`src/rtl/pbs_pkg.sv`:
```
package pbs_pkg;

    typedef enum logic [2:0] {
        ST_IDLE,
        ST_ARM,
        ST_WAIT,
        ST_ADDR,
        ST_DATA,
        ST_PULSE,
        ST_HOLD,
        ST_FIN
    } pbs_state_e;

    function automatic int unsigned max3(int unsigned a, int unsigned b, int unsigned c);
        int unsigned m;
        m = (a > b) ? a : b;
        return (m > c) ? m : c;
    endfunction

endpackage

```
`src/rtl/pbs_tick_cnt.sv`:
```
module pbs_tick_cnt #(
    parameter int CNT_W = 8
) (
    input  logic             clk,
    input  logic             rst_n,
    input  logic             load_i,
    input  logic [CNT_W-1:0] load_val_i,
    output logic             zero_o
);

    logic [CNT_W-1:0] cnt_d, cnt_q;

    always_comb begin
        cnt_d = cnt_q;
        if (load_i) begin
            cnt_d = load_val_i;
        end else if (cnt_q != '0) begin
            cnt_d = cnt_q - CNT_W'(1);
        end
    end

    always_ff @(posedge clk or negedge rst_n) begin
        if (!rst_n) begin
            cnt_q <= '0;
        end else begin
            cnt_q <= cnt_d;
        end
    end

    assign zero_o = (cnt_q == '0);

endmodule

```
`src/rtl/pbs_range_chk.sv`:
```
module pbs_range_chk #(
    parameter int IN_W   = 12,
    parameter int ADDR_W = 11,
    parameter int DEPTH  = 2048
) (
    input  logic [IN_W-1:0]   addr_i,
    output logic              ok_o,
    output logic [ADDR_W-1:0] addr_o
);

    localparam logic [IN_W-1:0] LIMIT = IN_W'(DEPTH);

    assign ok_o   = (addr_i < LIMIT);
    assign addr_o = addr_i[ADDR_W-1:0];

endmodule

```
`src/rtl/prom_burn_seq.sv`:
```
module prom_burn_seq #(
    parameter int CLK_HZ    = 50_000_000,
    parameter int PULSE_MS  = 50,
    parameter int SETUP_CYC = 4,
    parameter int HOLD_CYC  = 4,
    parameter int ADDR_W    = 11,
    parameter int DATA_W    = 8,
    parameter int IN_W      = ADDR_W + 1
) (
    input  logic              clk,
    input  logic              rst_n,
    input  logic              start_i,
    input  logic              in_valid_i,
    output logic              in_ready_o,
    input  logic [IN_W-1:0]   in_addr_i,
    input  logic [DATA_W-1:0] in_data_i,
    input  logic              in_last_i,
    output logic [ADDR_W-1:0] prog_addr_o,
    output logic [DATA_W-1:0] prog_data_o,
    output logic              prog_pulse_o,
    output logic              vpp_en_o,
    output logic              oe_o,
    output logic              busy_o,
    output logic              done_o,
    output logic              err_o,
    output logic [IN_W-1:0]   count_o
);

    import pbs_pkg::*;

    localparam int DEPTH     = 1 << ADDR_W;
    localparam int PULSE_CYC = (CLK_HZ / 1000) * PULSE_MS;
    localparam int MAX_SPAN  = int'(max3(PULSE_CYC, SETUP_CYC, HOLD_CYC));
    localparam int CNT_W     = $clog2(MAX_SPAN + 1);
    localparam logic [CNT_W-1:0] LD_SETUP = CNT_W'(SETUP_CYC - 1);
    localparam logic [CNT_W-1:0] LD_PULSE = CNT_W'(PULSE_CYC - 1);
    localparam logic [CNT_W-1:0] LD_HOLD  = CNT_W'(HOLD_CYC - 1);

    typedef struct packed {
        pbs_state_e        state;
        logic [ADDR_W-1:0] addr;
        logic [DATA_W-1:0] data;
        logic [DATA_W-1:0] data_pend;
        logic              last;
        logic              err;
        logic [IN_W-1:0]   count;
    } seq_t;

    seq_t cur_q, nxt_d;

    logic              tmr_load_d;
    logic [CNT_W-1:0]  tmr_val_d;
    logic              tmr_zero;
    logic              addr_ok;
    logic [ADDR_W-1:0] addr_trunc;
    logic              take;

    pbs_range_chk #(
        .IN_W   (IN_W),
        .ADDR_W (ADDR_W),
        .DEPTH  (DEPTH)
    ) range_i (
        .addr_i (in_addr_i),
        .ok_o   (addr_ok),
        .addr_o (addr_trunc)
    );

    pbs_tick_cnt #(
        .CNT_W (CNT_W)
    ) tmr_i (
        .clk        (clk),
        .rst_n      (rst_n),
        .load_i     (tmr_load_d),
        .load_val_i (tmr_val_d),
        .zero_o     (tmr_zero)
    );

    assign take = in_valid_i && (cur_q.state == ST_WAIT);

    always_comb begin
        nxt_d      = cur_q;
        nxt_d.err  = 1'b0;
        tmr_load_d = 1'b0;
        tmr_val_d  = '0;
        unique case (cur_q.state)
            ST_IDLE: begin
                if (start_i) begin
                    nxt_d.state = ST_ARM;
                    nxt_d.count = '0;
                    nxt_d.last  = 1'b0;
                    tmr_load_d  = 1'b1;
                    tmr_val_d   = LD_SETUP;
                end
            end
            ST_ARM: begin
                if (tmr_zero) begin
                    nxt_d.state = ST_WAIT;
                end
            end
            ST_WAIT: begin
                if (take) begin
                    nxt_d.last = in_last_i;
                    if (addr_ok) begin
                        nxt_d.addr      = addr_trunc;
                        nxt_d.data_pend = in_data_i;
                        nxt_d.state     = ST_ADDR;
                        tmr_load_d      = 1'b1;
                        tmr_val_d       = LD_SETUP;
                    end else begin
                        nxt_d.err = 1'b1;
                        if (in_last_i) begin
                            nxt_d.state = ST_FIN;
                        end
                    end
                end
            end
            ST_ADDR: begin
                if (tmr_zero) begin
                    nxt_d.data  = cur_q.data_pend;
                    nxt_d.state = ST_DATA;
                    tmr_load_d  = 1'b1;
                    tmr_val_d   = LD_SETUP;
                end
            end
            ST_DATA: begin
                if (tmr_zero) begin
                    nxt_d.state = ST_PULSE;
                    tmr_load_d  = 1'b1;
                    tmr_val_d   = LD_PULSE;
                end
            end
            ST_PULSE: begin
                if (tmr_zero) begin
                    nxt_d.state = ST_HOLD;
                    tmr_load_d  = 1'b1;
                    tmr_val_d   = LD_HOLD;
                    if (cur_q.count != '1) begin
                        nxt_d.count = cur_q.count + IN_W'(1);
                    end
                end
            end
            ST_HOLD: begin
                if (tmr_zero) begin
                    nxt_d.state = cur_q.last ? ST_FIN : ST_WAIT;
                end
            end
            ST_FIN: begin
                nxt_d.state = ST_IDLE;
            end
            default: begin
                nxt_d.state = ST_IDLE;
            end
        endcase
    end

    always_ff @(posedge clk or negedge rst_n) begin
        if (!rst_n) begin
            cur_q <= '{state: ST_IDLE, addr: '0, data: '0, data_pend: '0,
                       last: 1'b0, err: 1'b0, count: '0};
        end else begin
            cur_q <= nxt_d;
        end
    end

    assign in_ready_o   = (cur_q.state == ST_WAIT);
    assign prog_addr_o  = cur_q.addr;
    assign prog_data_o  = cur_q.data;
    assign prog_pulse_o = (cur_q.state == ST_PULSE);
    assign vpp_en_o     = (cur_q.state != ST_IDLE) && (cur_q.state != ST_FIN);
    assign oe_o         = (cur_q.state != ST_IDLE);
    assign busy_o       = (cur_q.state != ST_IDLE);
    assign done_o       = (cur_q.state == ST_FIN);
    assign err_o        = cur_q.err;
    assign count_o      = cur_q.count;

endmodule

```
`config.mk`:
```
export PLATFORM = sky130hd
export DESIGN_NAME = prom_burn_seq
export DESIGN_NICKNAME = d
export VERILOG_FILES = /design/src/rtl/pbs_pkg.sv /design/src/rtl/pbs_tick_cnt.sv /design/src/rtl/pbs_range_chk.sv /design/src/rtl/prom_burn_seq.sv
export SDC_FILE = /design/constraint.sdc
export NUM_CORES = 1
export LEC_CHECK = 0
export BUFFER_PORTS_ARGS = -buffer_cell sky130_fd_sc_hd__buf_2
export CORE_MARGIN = 8
export CORE_UTILIZATION = 45
export CTS_CLUSTER_SIZE = 8
export DETAILED_ROUTE_END_ITERATION = 8
export PLACE_DENSITY_LB_ADDON = 0.25
export SLEW_MARGIN = 20
export SYNTH_ARGS = -nofsm -noshare
export SYNTH_HDL_FRONTEND = slang
export SYNTH_SLANG_ARGS = --single-unit
```
`constraint.sdc`:
```
create_clock -name clk -period 4.6 [get_ports clk]
set_input_delay 0 -clock clk [delete_from_list [all_inputs] [get_ports clk]]
set_output_delay 0 -clock clk [all_outputs]
set_load 0.01 [all_outputs]
```
; Word level (Yosys, flattened, before mapping)
; Index checks and enable logic that the tools add are counted.
[totals]
reg_bits = 66
inputBits = 25
out_inout_bits = 38
elab_cells = 79
[classes]
n_addsub = 2
magnitude_cmp = 1
eq_ne = 18
n_mux = 34
reduce_logical = 16
[op_table]
columns = operator, count
row1 = 22-bit case mux with 4 select lines, 1
row2 = 22-bit two-way mux, 3
row3 = 12-bit two-way mux, 3
row4 = 3-bit two-way mux, 9
row5 = 12-bit case mux with 2 select lines, 1
row6 = 3-bit case mux with 8 select lines, 1
row7 = 22-bit zero test, 1
row8 = 22-bit nonzero test, 1
row9 = "22-bit by 1-bit subtractor with 22-bit output, second input constant", 1
row10 = 14-bit two-way mux, 1
row11 = "2-bit by 1-bit != test with 1-bit output, second input constant", 7
row12 = "12-bit by 1-bit adder with 12-bit output, second input constant", 1
row13 = "3-bit == test, second input constant", 4
row14 = "12-bit < comparator, second input constant", 1
row15 = "12-bit != test, second input constant", 1
row16 = 11-bit two-way mux, 1
row17 = 2-bit two-way mux, 5
row18 = 8-bit AND reduction, 1
row19 = 1-bit two-way mux, 7
row20 = "3-bit by 2-bit == test with 1-bit output, second input constant", 2
row21 = 3-bit AND reduction, 2
row22 = 2-bit nonzero test, 3
row23 = 4-bit AND reduction, 1
row24 = "3-bit by 1-bit == test with 1-bit output, second input constant", 1
row25 = other kinds (11), 12

; Logic depth before layout (Yosys ltp)
[logic_depth]
word_depth = 5
mapped_depth = 9
mapped_depth_nobuf = 8

; Cells and area by module
; From an unflattened synthesis, not the netlist that was laid out.
[hier_totals]
hier_cells = 376
hier_area_um2 = 3814.9
[modules_own_cells]
columns = module, n_inst, cells_per_inst, area_per_inst_um2, seq_area_each_um2
row1 = prom_burn_seq, 1, 214, 2366.0, 1101.1
row2 = pbs_tick_cnt, 1, 150, 1362.6, 550.5
row3 = pbs_range_chk, 1, 12, 86.3, 0.0

; Worst setup path before layout
; Ideal clock, no wire load.
[synth_path]
path_kind = flip-flop to flip-flop
startpoint = reg tmr_i.cnt_q[18]
endpoint = reg cur_q, in the netlist prog_data_o[0]
setup_ns = 0.125
t_arrival_ns = 2.375
t_required_ns = 4.475
slack_ns = 2.099
path_stages_with_launch = 8
n_path_buf = 2
period_less_slack_ns = 2.501
path_cell_list = dfrtp_1 or4_4 or3_1 buf_2 or2_1 or3_1 buf_6 mux2_4
[synth_between]
elab_chain_len = 2
[synth_rtl]
columns = element, line
row1 = from (decl), pbs_tick_cnt.sv:11  ; logic [CNT_W-1:0] cnt_d, cnt_q;
row2 = from (signal assigned), pbs_tick_cnt.sv:26  ; cnt_q <= cnt_d;
row3 = 22-bit zero test, pbs_tick_cnt.sv:30  ; assign zero_o = (cnt_q == '0);
row4 = 2-bit AND reduction (no line), --
row5 = to (signal assigned), prom_burn_seq.sv:158  ; cur_q <= '{state: ST_IDLE, addr: '0, data: '0, data_pend: '0,
row6 = to (signal assigned), prom_burn_seq.sv:161  ; cur_q <= nxt_d;
row7 = to (decl), prom_burn_seq.sv:49  ; seq_t cur_q, nxt_d;
; No other way between the ends.
; A chain may end at the register's enable or synchronous reset.

; Final worst setup path
[layout_path]
startpoint = reg tmr_i.cnt_q[12]
endpoint = reg cur_q, in the netlist count_o[0]
[layout_between]
elab_chain_len = 3
[layout_rtl]
columns = element, line
row1 = 22-bit zero test, pbs_tick_cnt.sv:30
row2 = 2-bit by 1-bit != test with 1-bit output (no line), --
row3 = 4-bit AND reduction (no line), --
; No other way between the ends.

==> flow_metrics.env <==
export IMPL_status="finished, final reports clean"
export IMPL_dieArea_um2=10900
export IMPL_hold_path_class="input port to flip-flop"
export IMPL_worstPathArrival_ns=3.13
export IMPL_n_fill_cell=677
export IMPL_fin_tns_setup_ns=0
export IMPL_syn2layout_area_growth_pct=17.8
export IMPL_worst_path_largest_cell_delay_ns=0.73
export IMPL_worst_slew_pin_transition_ns=0.807
export IMPL_setup_viol=0
export IMPL_gp_congestion=0.881
export IMPL_worstPathRequired_ns=4.84
export IMPL_crit_path_end_kind="flip-flop"
export IMPL_grt_pass1_wl_mm=13.0
export IMPL_hpwlAfterDp_mm=5.22
export IMPL_diodes=0
export IMPL_startpoint_type="flip-flop"
export IMPL_clock_skew_ns=0.00903
export IMPL_antenna_found_initial=0
export IMPL_grt_total_usage=0.145
export IMPL_row_count=32
export IMPL_nets=423
export IMPL_synthDistinctLibCells=46
export IMPL_peakVddDrop_mv=0.240
export IMPL_drv_cap=0
export IMPL_synth_area_um2=3500
export IMPL_place_area_um2=3660
export IMPL_crit_type="flip-flop to flip-flop"
export IMPL_synth_area_per_cell_um2=10.3
export IMPL_fin_crit_ns=2.90
export IMPL_power_density_nw_per_um2=349
export IMPL_cp_cell_sequence="nor4_1 -> nand4_1 -> o21a_1 -> nor3_4 -> mux2_2"
export IMPL_cts_root_buf="clkbuf_8"
export IMPL_critical_path_max_fanout=10
export IMPL_port_buffers=62
export IMPL_chipWidth_um=104
export IMPL_layout_worst_path_cycle_share=0.629
export IMPL_antenna_left=0
export IMPL_cp_num_buf_inv=0
export IMPL_multi_input_area_um2=1540
export IMPL_synth_seq_cells=66
export IMPL_yosys_area_share_adder=0.00715
export IMPL_postLayoutCellArea_um2=4120
export IMPL_vias_per_cell=5.21
export IMPL_drt_pass1_iter_count=4
export IMPL_grt_ovfl_total=0
export IMPL_rsz0062_at_grt="no"
export IMPL_clk_latency_ns=0.34
export IMPL_synth_mux_area_fraction=0.113
export IMPL_final_max_slew_viol_count=0
export IMPL_cpMaxStageDelayCell="nor4_1"
export IMPL_cts_made_buffers=9
export IMPL_synthSimpleGateAreaFrac=0.188
export IMPL_syn_nets=368
export IMPL_core_area_um2=7650
export IMPL_cts_tree="done"
export IMPL_cts_sinks=66
export IMPL_num_vias=2621
export IMPL_drt_iter0_drc=136
export IMPL_critical_path_top_delay_family="simple AND/OR/NAND/NOR gates"
export IMPL_htree_levels=3
export IMPL_die_y_um=104
export IMPL_max_freq_mhz=345
export IMPL_drc=0
export IMPL_wirelength_mm=7.74
export IMPL_power_leakage_nw=2.04
export IMPL_yosysWarningCount=0
export IMPL_clk_pin_slew_ns=0.08
export IMPL_hold_viol=0
export IMPL_post_cts_repair_setup_buffers=0
export IMPL_cts_max_path_buffers=2
export IMPL_seq_area_frac_synth=0.472
export IMPL_start_util=0.458
export IMPL_slew_headroom=0.457
export IMPL_wl_per_cell_um=15.4
export IMPL_grt_pass1_vias=2643
export IMPL_synth_compound_area_frac=0.0779
export IMPL_synth_xor_area_share=0.0525
export IMPL_drive_gt1_frac=0.282
export IMPL_regArea_um2=1650
export IMPL_boundaryPins=63
export IMPL_grt_max_degree=67
export IMPL_synth_top_family_by_area="simple AND/OR/NAND/NOR gates"
export IMPL_synth_cells=341
## flip-flops by register name, indices dropped and copies added (netlist names)
| signal | cells |
|---|---|
| cur_q | 12 |
| err_o | 1 |
| prog_data_o | 8 |
| count_o | 12 |
| tmr_i.cnt_q | 22 |
| prog_addr_o | 11 |
## synthesized netlist by cell type, drive strengths merged
master | count | share of area
ha | 2 | 0.0071
inv | 6 | 0.0064
nand2 | 20 | 0.021
a32o | 1 | 0.0029
nor4b | 2 | 0.0050
buf | 34 | 0.073
a31oi | 1 | 0.0018
or2 | 2 | 0.0036
xnor2 | 13 | 0.033
xor2 | 8 | 0.020
and3 | 4 | 0.0071
nand3 | 8 | 0.011
nand2b | 4 | 0.0071
a211oi | 1 | 0.0021
mux2i | 4 | 0.011
o21bai | 3 | 0.0064
a41o | 2 | 0.0057
a221oi | 1 | 0.0025
dfrtp | 66 | 0.47
and4 | 2 | 0.0050
clkbuf | 9 | 0.0096
nor3b | 4 | 0.0086
mux2 | 29 | 0.10
nor2b | 3 | 0.0054
nor2 | 35 | 0.038
or3 | 4 | 0.0071
o22a | 1 | 0.0025
a21oi | 21 | 0.031
a41oi | 1 | 0.0025
nand4 | 5 | 0.0089
o21a | 1 | 0.0021
o21ai | 11 | 0.016
and2 | 5 | 0.0089
nor4 | 9 | 0.016
and3b | 1 | 0.0025
or4 | 2 | 0.0054
nand3b | 3 | 0.0064
nor3 | 12 | 0.020
a31o | 1 | 0.0025
## kinds of logic after synthesis
kind of cell,after synthesis
simple gates,125
fa+ha+maj,2
mux,33
buf+inv,49
xor+xnor,21
flops,66
compound gates,45
## metrics by stage
stage / total power [mW] / utilization / cells / setup slack [ns] / hold slack, ns
global route: 1.52 / 0.539 / 503 / 1.38 / 0.191
floorplan: 0.825 / - / 341 / 2.10 / -0.296
CTS: 1.45 / 0.539 / 503 / 1.70 / 0.156
detailed placement: 0.887 / 0.478 / 463 / 1.72 / 0.238
finish: 1.44 / 0.539 / 503 / 1.70 / 0.176
global placement: 0.882 / 0.478 / 463 / 1.78 / 0.233
## final timing paths
path	start	cells after the start	end	slack, ns
worst max register to register	tmr_i.cnt_q[12]	5	count_o[0]	1.70
worst max-delay path	tmr_i.cnt_q[12]	5	count_o[0]	1.70
min in group asynchronous	rst_n	3	cur_q[20]	0.36
worst min register to register	cur_q[17]	1	prog_data_o[3]	0.50
max in group asynchronous	rst_n	3	tmr_i.cnt_q[17]	3.70
worst min-delay path	start_i	3	count_o[6]	0.18
## cells in the final DEF, fill, tap and decap left out, drive strengths merged, types with 8 or more instances in the layout
master,Yosys,routed
nor3,12,12
o21ai,11,11
clkbuf,9,9
xnor2,13,13
nor2,35,35
dlygate4sd3,0,24
nand2,20,20
nand3,8,8
buf,34,63
nor4,9,9
dfrtp,66,66
xor2,8,8
a21oi,21,21
mux2,29,29
## report_power, final
| group | internal (mW) | switching, mW | total, mW |
|---|---|---|---|
| registers | 0.633 | 0.0684 | 0.701 |
| clock network | 0.310 | 0.236 | 0.547 |
| logic | 0.0987 | 0.0911 | 0.190 |
| total | 1.04 | 0.396 | 1.44 |
## tightest hold or removal path, stage by stage
cell and delay, ns:
buf_2 0.13, and2_1 0.23, nor2_1 0.13
## repair_timing
| item | in CTS | in global routing |
|---|---|---|
| hold buffers | 24 | 0 |
| hold endpoints to repair | 87 | 0 |
| gates resized for setup | 0 | 0 |
## metal layers
| metal | GRT usage | up-vias | share of wire |
|---|---|---|---|
| li1 | - | 1276 | - |
| met2 | 0.235 | 88 | 0.47 |
| met4 | 0.0538 | 0 | 0.014 |
| met3 | 0.0384 | 10 | 0.054 |
| met5 | 0 | - | 0 |
| met1 | 0.180 | 1247 | 0.46 |
## area by class of cell
| type | instances | area share |
|---|---|---|
| multi-input combinational | 226 | 0.373 |
| clock inverter | 7 | 0.0249 |
| clock buffer | 9 | 0.0300 |
| tap | 102 | 0.0310 |
| inverter | 6 | 0.00546 |
| timing repair buffer | 87 | 0.135 |
| sequential | 66 | 0.401 |
Note: power is estimated with default switching activity, not from simulation.
